[src/rtl/bwl_pkg.sv]
package bwl_pkg;
  localparam int unsigned BWL_DEF_CLS   = 4;
  localparam int unsigned BWL_DEF_BWLEN = 11;
  localparam int unsigned BWL_DEF_DATAW = 16;
  localparam int unsigned BWL_DEF_CYC   = 16;
  localparam int unsigned BWL_DEF_BURST = 8;

  function automatic int unsigned bwl_max(input int unsigned a, input int unsigned b);
    return (a > b) ? a : b;
  endfunction
endpackage

[src/rtl/bwl_tick_gen.sv]
module bwl_tick_gen #(
  parameter int unsigned CYC_PER_INT = 16
) (
  input  logic clk_i,
  input  logic rst_ni,
  output logic tick_o
);
  generate
    if (CYC_PER_INT < 2) begin : g_every
      assign tick_o = 1'b1;
    end else begin : g_cnt
      localparam int unsigned TC_W = $clog2(CYC_PER_INT);
      localparam logic [TC_W-1:0] TC_LAST = TC_W'(CYC_PER_INT - 1);
      logic [TC_W-1:0] cnt_q;

      assign tick_o = (cnt_q == TC_LAST);

      always_ff @(posedge clk_i or negedge rst_ni) begin
        if (!rst_ni)     cnt_q <= '0;
        else if (tick_o) cnt_q <= '0;
        else             cnt_q <= cnt_q + 1'b1;
      end

      p_tick_gap_r6: assert property (@(posedge clk_i) disable iff (!rst_ni)
        tick_o |=> !tick_o);
    end
  endgenerate
endmodule

[src/rtl/bwl_limit_bank.sv]
module bwl_limit_bank #(
  parameter int unsigned NUM_CLS = 4,
  parameter int unsigned BW_LEN  = 11,
  parameter int unsigned DATA_W  = 16,
  localparam int unsigned CLS_W  = (NUM_CLS > 1) ? $clog2(NUM_CLS) : 1,
  localparam int unsigned LIM_W  = BW_LEN + 1
) (
  input  logic                            clk_i,
  input  logic                            rst_ni,
  input  logic                            we_i,
  input  logic [CLS_W-1:0]                addr_i,
  input  logic [DATA_W-1:0]               wdata_i,
  output logic [DATA_W-1:0]               rdata_o,
  output logic                            err_o,
  output logic [NUM_CLS-1:0][LIM_W-1:0]   lim_o,
  output logic [NUM_CLS-1:0]              load_o
);
  localparam logic [LIM_W-1:0] LIM_RST = LIM_W'(1) << BW_LEN;

  logic [NUM_CLS-1:0][LIM_W-1:0] lim_q;
  logic                          wr_ok;

  assign err_o   = we_i && (|wdata_i[DATA_W-1:LIM_W]);
  assign wr_ok   = we_i && !err_o;
  assign lim_o   = lim_q;
  assign rdata_o = (32'(addr_i) < NUM_CLS) ? DATA_W'(lim_q[addr_i]) : '0;

  for (genvar i = 0; i < NUM_CLS; i++) begin : g_reg
    assign load_o[i] = wr_ok && (32'(addr_i) == i);

    always_ff @(posedge clk_i or negedge rst_ni) begin
      if (!rst_ni)        lim_q[i] <= LIM_RST;
      else if (load_o[i]) lim_q[i] <= wdata_i[LIM_W-1:0];
    end

    p_rsv_hold_r3: assert property (@(posedge clk_i) disable iff (!rst_ni)
      (err_o && 32'(addr_i) == i) |=> $stable(lim_q[i]));
  end
endmodule

[src/rtl/bwl_credit_ctr.sv]
module bwl_credit_ctr #(
  parameter int unsigned BW_LEN    = 11,
  parameter int unsigned BURST_MAX = 8,
  localparam int unsigned CR_W     = $clog2(BURST_MAX + 1),
  localparam int unsigned SUM_W    = bwl_pkg::bwl_max(BW_LEN, CR_W) + 1
) (
  input  logic              clk_i,
  input  logic              rst_ni,
  input  logic              tick_i,
  input  logic              spend_i,
  input  logic              load_i,
  input  logic [BW_LEN-1:0] lim_i,
  output logic              avail_o
);
  localparam logic [CR_W-1:0]  CR_CEIL  = CR_W'(BURST_MAX);
  localparam logic [SUM_W-1:0] SUM_CEIL = SUM_W'(BURST_MAX);

  logic [CR_W-1:0]  cr_q, cr_d, cr_spent;
  logic [SUM_W-1:0] sum;

  assign avail_o  = (cr_q != '0);
  assign cr_spent = spend_i ? (cr_q - 1'b1) : cr_q;
  assign sum      = SUM_W'(cr_spent) + SUM_W'(lim_i);

  always_comb begin
    cr_d = cr_spent;
    if (tick_i) cr_d = (sum > SUM_CEIL) ? CR_CEIL : sum[CR_W-1:0];
    if (load_i) cr_d = CR_CEIL;
  end

  always_ff @(posedge clk_i or negedge rst_ni) begin
    if (!rst_ni) cr_q <= CR_CEIL;
    else         cr_q <= cr_d;
  end

  p_cr_ceiling_r6: assert property (@(posedge clk_i) disable iff (!rst_ni)
    cr_q <= CR_CEIL);
  p_spend_dec_r5: assert property (@(posedge clk_i) disable iff (!rst_ni)
    (spend_i && !tick_i && !load_i) |=> (cr_q == CR_W'($past(cr_q) - 1'b1)));
  p_load_ceiling_r7: assert property (@(posedge clk_i) disable iff (!rst_ni)
    load_i |=> (cr_q == CR_CEIL));
  p_no_spend_empty_r5: assert property (@(posedge clk_i) disable iff (!rst_ni)
    spend_i |-> avail_o);
endmodule

[src/rtl/rd_bw_limiter.sv]
module rd_bw_limiter #(
  parameter int unsigned NUM_CLS     = bwl_pkg::BWL_DEF_CLS,
  parameter int unsigned BW_LEN      = bwl_pkg::BWL_DEF_BWLEN,
  parameter int unsigned DATA_W      = bwl_pkg::BWL_DEF_DATAW,
  parameter int unsigned CYC_PER_INT = bwl_pkg::BWL_DEF_CYC,
  parameter int unsigned BURST_MAX   = bwl_pkg::BWL_DEF_BURST,
  localparam int unsigned CLS_W      = (NUM_CLS > 1) ? $clog2(NUM_CLS) : 1
) (
  input  logic              clk_i,
  input  logic              rst_ni,
  input  logic              reg_we_i,
  input  logic [CLS_W-1:0]  reg_addr_i,
  input  logic [DATA_W-1:0] reg_wdata_i,
  output logic [DATA_W-1:0] reg_rdata_o,
  output logic              reg_err_o,
  input  logic              req_valid_i,
  input  logic [CLS_W-1:0]  req_cls_i,
  output logic              req_ready_o,
  output logic              out_valid_o,
  output logic [CLS_W-1:0]  out_cls_o,
  input  logic              out_ready_i
);
  localparam int unsigned LIM_W = BW_LEN + 1;

  logic                          tick;
  logic [NUM_CLS-1:0][LIM_W-1:0] lim;
  logic [NUM_CLS-1:0]            load, avail, unl, spend;
  logic                          pass, fire;

  bwl_tick_gen #(.CYC_PER_INT(CYC_PER_INT)) u_tick (
    .clk_i (clk_i),
    .rst_ni(rst_ni),
    .tick_o(tick)
  );

  bwl_limit_bank #(.NUM_CLS(NUM_CLS), .BW_LEN(BW_LEN), .DATA_W(DATA_W)) u_bank (
    .clk_i  (clk_i),
    .rst_ni (rst_ni),
    .we_i   (reg_we_i),
    .addr_i (reg_addr_i),
    .wdata_i(reg_wdata_i),
    .rdata_o(reg_rdata_o),
    .err_o  (reg_err_o),
    .lim_o  (lim),
    .load_o (load)
  );

  for (genvar i = 0; i < NUM_CLS; i++) begin : g_cls
    assign unl[i]   = lim[i][BW_LEN];
    assign spend[i] = fire && !unl[i] && (32'(req_cls_i) == i);

    bwl_credit_ctr #(.BW_LEN(BW_LEN), .BURST_MAX(BURST_MAX)) u_cr (
      .clk_i  (clk_i),
      .rst_ni (rst_ni),
      .tick_i (tick),
      .spend_i(spend[i]),
      .load_i (load[i]),
      .lim_i  (lim[i][BW_LEN-1:0]),
      .avail_o(avail[i])
    );
  end

  // in-order stream: head request gates everything behind it
  assign pass        = (32'(req_cls_i) < NUM_CLS) && (unl[req_cls_i] || avail[req_cls_i]);
  assign out_valid_o = req_valid_i && pass;
  assign req_ready_o = out_ready_i && pass;
  assign out_cls_o   = req_cls_i;
  assign fire        = out_valid_o && out_ready_i;

  p_one_spend_r8: assert property (@(posedge clk_i) disable iff (!rst_ni)
    $onehot0(spend));
  p_hs_match_r9: assert property (@(posedge clk_i) disable iff (!rst_ni)
    (req_valid_i && req_ready_o) |-> (out_valid_o && out_ready_i));
endmodule

[config.mk]
export PLATFORM = sky130hd
export DESIGN_NAME = rd_bw_limiter
export DESIGN_NICKNAME = d
export VERILOG_FILES = /design/src/rtl/bwl_pkg.sv /design/src/rtl/bwl_tick_gen.sv /design/src/rtl/bwl_limit_bank.sv /design/src/rtl/bwl_credit_ctr.sv /design/src/rtl/rd_bw_limiter.sv
export SDC_FILE = /design/constraint.sdc
export NUM_CORES = 1
export LEC_CHECK = 0
export ABC_AREA = 1
export BUFFER_PORTS_ARGS = -buffer_cell sky130_fd_sc_hd__clkbuf_2
export CAP_MARGIN = 30
export CORE_ASPECT_RATIO = 1.2
export CORE_UTILIZATION = 50
export CTS_CLUSTER_DIAMETER = 30
export DETAILED_ROUTE_END_ITERATION = 8
export PLACE_DENSITY = 0.69
export SLEW_MARGIN = 20
export SYNTH_ARGS = -nofsm -noshare
export SYNTH_HDL_FRONTEND = slang
export SYNTH_SLANG_ARGS = --single-unit
[constraint.sdc]
create_clock -name clk_i -period 3.9 [get_ports clk_i]
set_clock_uncertainty 0.15 [all_clocks]
set_input_delay 0.975 -clock clk_i [delete_from_list [all_inputs] [get_ports clk_i]]
set_output_delay 0.975 -clock clk_i [all_outputs]
set_load 0.05 [all_outputs]
; ---- Yosys cells after proc, flatten, opt, wreduce, memory -nomap -nowiden
; Cells that the tools add are included.
[word_totals]
mem_bits_rw = 0
memories = 0
romBits = 0
out_inout_bits = 21
latchBits = 0
register_bits = 68
input_bits = 25
word_cells = 84
[op_classes]
n_reduce_logical = 30
n_shift = 0
add_sub_neg = 9
n_mul = 0
bitwise_logic = 0
order_cmp = 6
n_mux = 23
eq_ne = 7
div = 0
[ops]
columns = cell, n
row1 = 4-bit 2-to-1 mux, 17
row2 = 4-bit by 11-bit adder with 12-bit output, 4
row3 = 12-bit by 4-bit > comparator with 1-bit output (second input constant), 4
row4 = 12-bit binary-select mux with 2-bit select, 1
row5 = 1-bit logical AND, 17
row6 = 4-bit nonzero test, 4
row7 = 4-bit by 1-bit subtractor with 4-bit output (second input constant), 4
row8 = 12-bit 2-to-1 mux, 1
row9 = 2-bit == test (second input constant), 4
row10 = 2-bit by 3-bit < comparator with 1-bit output (second input constant), 2
row11 = 1-bit zero test, 5
row12 = 4-bit by 1-bit adder with 4-bit output (second input constant), 1
row13 = 1-bit binary-select mux with 2-bit select, 2
row14 = 2-bit by 1-bit == test with 1-bit output (second input constant), 2
row15 = 4-bit == test (second input constant), 1
row16 = 2-bit zero test, 2
row17 = 4-bit OR reduction, 1
row18 = 1-bit 2-to-1 mux, 2
row19 = 1-bit logical OR, 1

; ---- Logic depth before layout (Yosys ltp)
[depth]
ltp_word = 14
mapped_depth = 28

; ---- By module
; Synthesis repeated with hierarchy kept, for this count alone.
[unflattened]
cells_unflattened = 875
hier_area_um2 = 5791.8
[modules_own_cells]
columns = mod, area_per_inst_um2, cells_per_inst, seq_area_each_um2, instances
row1 = bwl_limit_bank, 2318.5, 295, 1206.2, 1
row2 = bwl_credit_ctr (g_cls[0].u_cr ...), 784.5, 130, 101.3, 2
row3 = bwl_credit_ctr (g_cls[3].u_cr), 809.5, 146, 101.3, 1
row4 = bwl_credit_ctr (g_cls[2].u_cr), 777.0, 126, 101.3, 1
row5 = bwl_tick_gen, 170.2, 15, 100.1, 1
row6 = rd_bw_limiter, 147.6, 33, 0.0, 1

; ---- Worst setup path before layout
; Ideal clock, no wire load.
[synth_path]
path_type = input -> register
from = in req_cls_i[1]
to = reg g_cls[2].u_cr.cr_q[2]
path_buffers = 1
setup_slack_ns = 0.434
t_arrival_ns = 3.253
setup_time_ns = 0.063
cell_stages = 22
cell_sequence = nand2_1 clkinv_1 nand2_1 nand2_2 nor2_2 nor2_4 buf_6 nand4_1 nand2_1 ha_1 fa_1 nand3_1 nand3_2 nand2_1 nand2_1 a21oi_1 nand3_1 nor2_1 nand3_1 nand2_1 nand2_1 inv_1
[synth_between]
elab_chain_len = 13
[synth_rtl]
columns = item, line
row1 = "start, declared", rd_bw_limiter.sv:17  ; input logic [CLS_W-1:0] req_cls_i,
row2 = 1-bit binary-select mux with 2-bit select, rd_bw_limiter.sv:64  ; assign pass = (32'(req_cls_i) < NUM_CLS) && (unl[req_cls_i] || avail[req_cls_i]);
row3 = 1-bit 2-to-1 mux (implied by the code), rd_bw_limiter.sv:64
row4 = 1-bit logical OR, rd_bw_limiter.sv:64
row5 = 1-bit logical AND, rd_bw_limiter.sv:65  ; assign out_valid_o = req_valid_i && pass;
row6 = 1-bit logical AND, rd_bw_limiter.sv:68  ; assign fire = out_valid_o && out_ready_i;
row7 = 1-bit logical AND, rd_bw_limiter.sv:50  ; assign spend[i] = fire && !unl[i] && (32'(req_cls_i) == i);
row8 = 1-bit logical AND (*), rd_bw_limiter.sv:50
row9 = 4-bit 2-to-1 mux (*), bwl_credit_ctr.sv:22  ; assign cr_spent = spend_i ? (cr_q - 1'b1) : cr_q;
row10 = 4-bit by 11-bit adder with 12-bit output, bwl_credit_ctr.sv:23  ; assign sum = SUM_W'(cr_spent) + SUM_W'(lim_i);
row11 = 12-bit by 4-bit > comparator with 1-bit output, bwl_credit_ctr.sv:27  ; if (tick_i) cr_d = (sum > SUM_CEIL) ? CR_CEIL : sum[CR_W-1:0];
row12 = 4-bit 2-to-1 mux, bwl_credit_ctr.sv:27
row13 = 4-bit 2-to-1 mux (*), bwl_credit_ctr.sv:27
row14 = 4-bit 2-to-1 mux (*), bwl_credit_ctr.sv:28  ; if (load_i) cr_d = CR_CEIL;
row15 = named net g_cls[2].u_cr.cr_d[2], bwl_credit_ctr.sv:18  ; logic [CR_W-1:0] cr_q, cr_d, cr_spent;
row16 = "end signal, assigned", bwl_credit_ctr.sv:33  ; else cr_q <= cr_d;
row17 = "end, declared", bwl_credit_ctr.sv:18
; Mark *: on every way through the listed nets, which the timed path passes. The rest lies on a longest branch. The select of a mux whose other input is x is not followed.
; A chain may end at the register's enable or synchronous reset.

; ---- Worst setup path after layout
[layout_path]
from = in req_cls_i[0]
to = reg g_cls[3].u_cr.cr_q[2]
[layout_between]
elab_chain_len = 13
[layout_rtl]
columns = item, line
row1 = 1-bit binary-select mux with 2-bit select, rd_bw_limiter.sv:64
row2 = 1-bit 2-to-1 mux (implied by the code), rd_bw_limiter.sv:64
row3 = 1-bit logical OR, rd_bw_limiter.sv:64
row4 = 1-bit logical AND, rd_bw_limiter.sv:65
row5 = 1-bit logical AND, rd_bw_limiter.sv:68
row6 = 1-bit logical AND, rd_bw_limiter.sv:50
row7 = 1-bit logical AND (*), rd_bw_limiter.sv:50
row8 = 4-bit 2-to-1 mux (*), bwl_credit_ctr.sv:22
row9 = 4-bit by 11-bit adder with 12-bit output, bwl_credit_ctr.sv:23
row10 = 12-bit by 4-bit > comparator with 1-bit output, bwl_credit_ctr.sv:27
row11 = 4-bit 2-to-1 mux, bwl_credit_ctr.sv:27
row12 = 4-bit 2-to-1 mux (*), bwl_credit_ctr.sv:27
row13 = 4-bit 2-to-1 mux (*), bwl_credit_ctr.sv:28
row14 = named net g_cls[3].u_cr.cr_d[2], bwl_credit_ctr.sv:18
row15 = "end signal, assigned", bwl_credit_ctr.sv:33
row16 = "end, declared", bwl_credit_ctr.sv:18
; Marked as above.

==> impl_results.md <==
* Status: finished, final reports clean
* Cell variety after synth at 35
* Vias in the first global route at 4966
* Crit-path max cell delay at between 0.4 and 0.5 ns
* GRT overflow at 0
* Max rail drop VDD at approximately 0.3 mV
* Clk sinks at 68
* LEAKAGE at roughly 3.4 nW
* Die Y at 116 um
* Yosys reg bits at between 60 and 70
* Final Max Slew Viols at 0
* CTS Buffer Depth at 2
* Root Driver: clkbuf_16
* Pre-CTS setup slack at -0.0414 ns
* Yosys top cell area share at 0.275
* Reg power frac at 0.339
* # H-tree levels at 3
* Synth top area cells: dfrtp_1 28%, nand2_1 18%, nand3_1 8.1%
* Fill cells at 1032
* Layout Cells excl Fill at 1001
* Max Cap Viol at 0
* Routed WL at ~15000 um
* Power Internal at approximately 1.6 mW
* CP Max Fanout at 7
* Core Util, Final at 0.576
* Mapped cell area at 5460 um2
* Final min period at around 3.6 ns
* Routed wire per std cell at 14.5 um
* Buffers & Inverters on Critical Path at 4
* Die footprint at 11300 um2
* Sw Ratio at 0.406
* GP Congestion at around 0.91
* Reg area at 1710 um2
* IO Port Bufs at 41
* Vias after detailed routing at roughly 5.3k
* Max transition margin at 0.550
* Final setup vio count at 0
* Most common cell after layout, fill and taps aside: nand2_1
* TritonCTS Buffers at 9
* Residual DRC count at 0
* Multi-input gate area at 3160 um2
* Layout area overhead at 11.5%
* Peak Freq at 278 MHz
* Synthesized instance count at 826
* Clock power share at 0.285
* Iter 0 DRT Violations at 365
* Setup CP Type: in -> reg
* Initial Utilization at 0.516
* Dpl cells at 984
* Slew @ Worst Pin at about 0.67 ns
* Initial antenna violation count at 0
* Hpwl dp at 11400 um
* Combinational share of power at 0.376
* Worst Path Required at 4.03 ns
* GR Util All Layers at 0.271
* Sequential share of the synthesized area at 0.314
* Startpoint Class: input port
* Synth Area per Inst at between 6 and 7 um2
* Period utilization at 0.922
* Worst Setup Slack, final at 0.304 ns
* Pwr per Cell Area at 456 nW/um2
* Worst-Skew Late Latency at 0.34 ns
* Crit path arrival time at 3.73 ns
* Detailed-route vias per instance at approximately 5.3
* RSZ-0062 raised after global routing: true
* Warnings from Yosys at 0
* Net count, final at just over 900
* Critical Path Most Common Cell: nand2_1
* Core area at 10600 um2
* Crit-path slowest cell: fa_1
* Pwr Total at between 2 and 3 mW
* First-pass GRT wire length at 24400 um
* ANT nets after route at 0
* Clock Pin Slew Worst Setup and Hold Paths at 0.06 ns
* Switch Pwr at 1.13 mW
* Die Wd at between 90 and 100 um
* Io pins at 46
* Most frequent cells in the layout: 264 x nand2_1, 108 x inv_1, 88 x nand3_1, 60 x dfrtp_1, 56 x nor2_1
* Layout cells sized above 1 at 0.139
* FP Rows at 41
* Number of hold violations in the final report at 0
* DRT Pass-1 Iters at 7
* Largest area contributor in the netlist: dfrtp_1
* CTS tree: yes
* Crit path capture type: flop
* CP top delay family: simple AND/OR/NAND/NOR gates
* Hold Path Class: reg -> reg
* Pin count of the biggest net entering global routing at 53
* CP Cell Sequence: clkbuf_2 -> inv_2 -> nor2_1 -> nand2_1 -> nand2_1 -> inv_2 -> nand2_2 -> nand4_2 -> nand2_1 -> nand2_1 -> ha_1 -> fa_1 -> nand3_1 -> nand3_2 -> nand2_1 -> nand2_1 -> a21oi_1 -> nand3_1 -> nor2_4 -> nand3_1 -> nand2_1 -> nand2_1 -> inv_1
* Ant. Diodes at 0
cells in the mapped netlist:
cell type,number
buf_2,7
nor3_1,6
nand3_1,88
buf_4,7
dfrtp_1,60
nor2_2,6
a21oi_2,2
buf_6,1
clkinv_1,1
fa_1,4
a21oi_1,15
or2_2,1
nand2_2,6
nor3_2,1
nand3b_1,8
and2_1,1
nand2_1,265
a22oi_1,12
dfstp_2,8
o21ai_0,32
nand4_2,3
nand3_2,3
ha_1,25
nor4_2,1
nand4_1,26
conb_1,1
clkbuf_1,10
xor2_1,7
inv_2,16
inv_1,108
o221ai_1,7
xnor2_1,8
nor2_4,2
o21ai_1,20
nor2_1,58
worst paths after layout:
| check | from | depth (start not counted) | end | slack [ns] |
|---|---|---|---|---|
| max reg2reg | g_cls[1].u_cr.cr_q[0] | 25 | g_cls[3].u_cr.cr_q[2] | 0.45 |
| max in group asynchronous | rst_ni | 2 | u_bank.lim_o[39] | 2.17 |
| min reg2reg | u_tick.g_cnt.cnt_q[2] | 1 | u_tick.g_cnt.cnt_q[2] | 0.34 |
| min | u_tick.g_cnt.cnt_q[2] | 1 | u_tick.g_cnt.cnt_q[2] | 0.34 |
| min in group asynchronous | rst_ni | 1 | u_bank.lim_o[43] | 0.41 |
| max | req_cls_i[0] | 23 | g_cls[3].u_cr.cr_q[2] | 0.30 |
timing repair:
action / CTS / global route
buffers inserted: 0 / 1
gates resized for setup: 0 / 5
hold buffers: 0 / 0
setup endpoints to repair: 0 / 6
per-stage QoR:
stage	hold WS [ns]	TNS (ns)	area (um2)
finish	0.341	0	6080
global route	0.368	-0.0116	6080
CTS	0.343	0	6060
detailed placement	0.334	-0.108	5770
global placement	0.327	0	5770
floorplan	0.313	0	5470
registers in the layout, summed over array words and instances, names as in the netlist:
register and count:
u_tick.g_cnt.cnt_q 4, u_bank.lim_o 48, g_cls.u_cr.cr_q 16
worst register-to-register path, stage by stage (launching register included):
cell     delay [ns]
dfrtp_1        0.35
inv_1          0.09
ha_1           0.20
inv_1          0.05
nor2_1         0.03
nand2_1        0.08
nand2_1        0.06
nand2_1        0.11
inv_2          0.04
nand2_2        0.12
nand4_2        0.16
nand2_1        0.13
nand2_1        0.07
ha_1           0.23
fa_1           0.44
nand3_1        0.15
nand3_2        0.14
nand2_1        0.09
nand2_1        0.05
a21oi_1        0.11
nand3_1        0.13
nor2_4         0.14
nand3_1        0.09
nand2_1        0.07
nand2_1        0.06
inv_1          0.06
per-layer routing:
| metal | GRT usage | share of wire |
|---|---|---|
| met5 | 0 | 0 |
| met4 | 0.0745 | 0.013 |
| met3 | 0.0401 | 0.047 |
| met2 | 0.463 | 0.46 |
| met1 | 0.363 | 0.48 |
layout make-up:
| class | instances | share of cell area |
|---|---|---|
| Multi-Input combinational cell | 611 | 0.520 |
| Sequential cell | 68 | 0.281 |
| Inverter | 125 | 0.0771 |
| Timing Repair Buffer | 52 | 0.0473 |
| Clock buffer | 12 | 0.0438 |
| Tap cell | 129 | 0.0265 |
| Clock inverter | 4 | 0.00370 |
logic make-up (layout without fill, tap and decap cells):
group,Yosys count,count (layout),share of synthesized area
simple gates,475,475,0.386
buf+inv,150,193,0.111
compound gates,88,88,0.0924
flops,68,68,0.314
fa+ha+maj,29,29,0.0720
xor+xnor,15,15,0.0241
other cells,1,4,0.000687
power by group through the flow:
stage,Clock [mW],Combinational [mW],Sequential [mW]
floorplan,0,0.813,0.907
global placement,0,0.998,0.947
detailed placement,0,1.02,0.950
CTS,0.794,1.03,0.938
global route,0.828,1.19,0.957
finish,0.792,1.04,0.940
(Power assumes the default switching activity.)
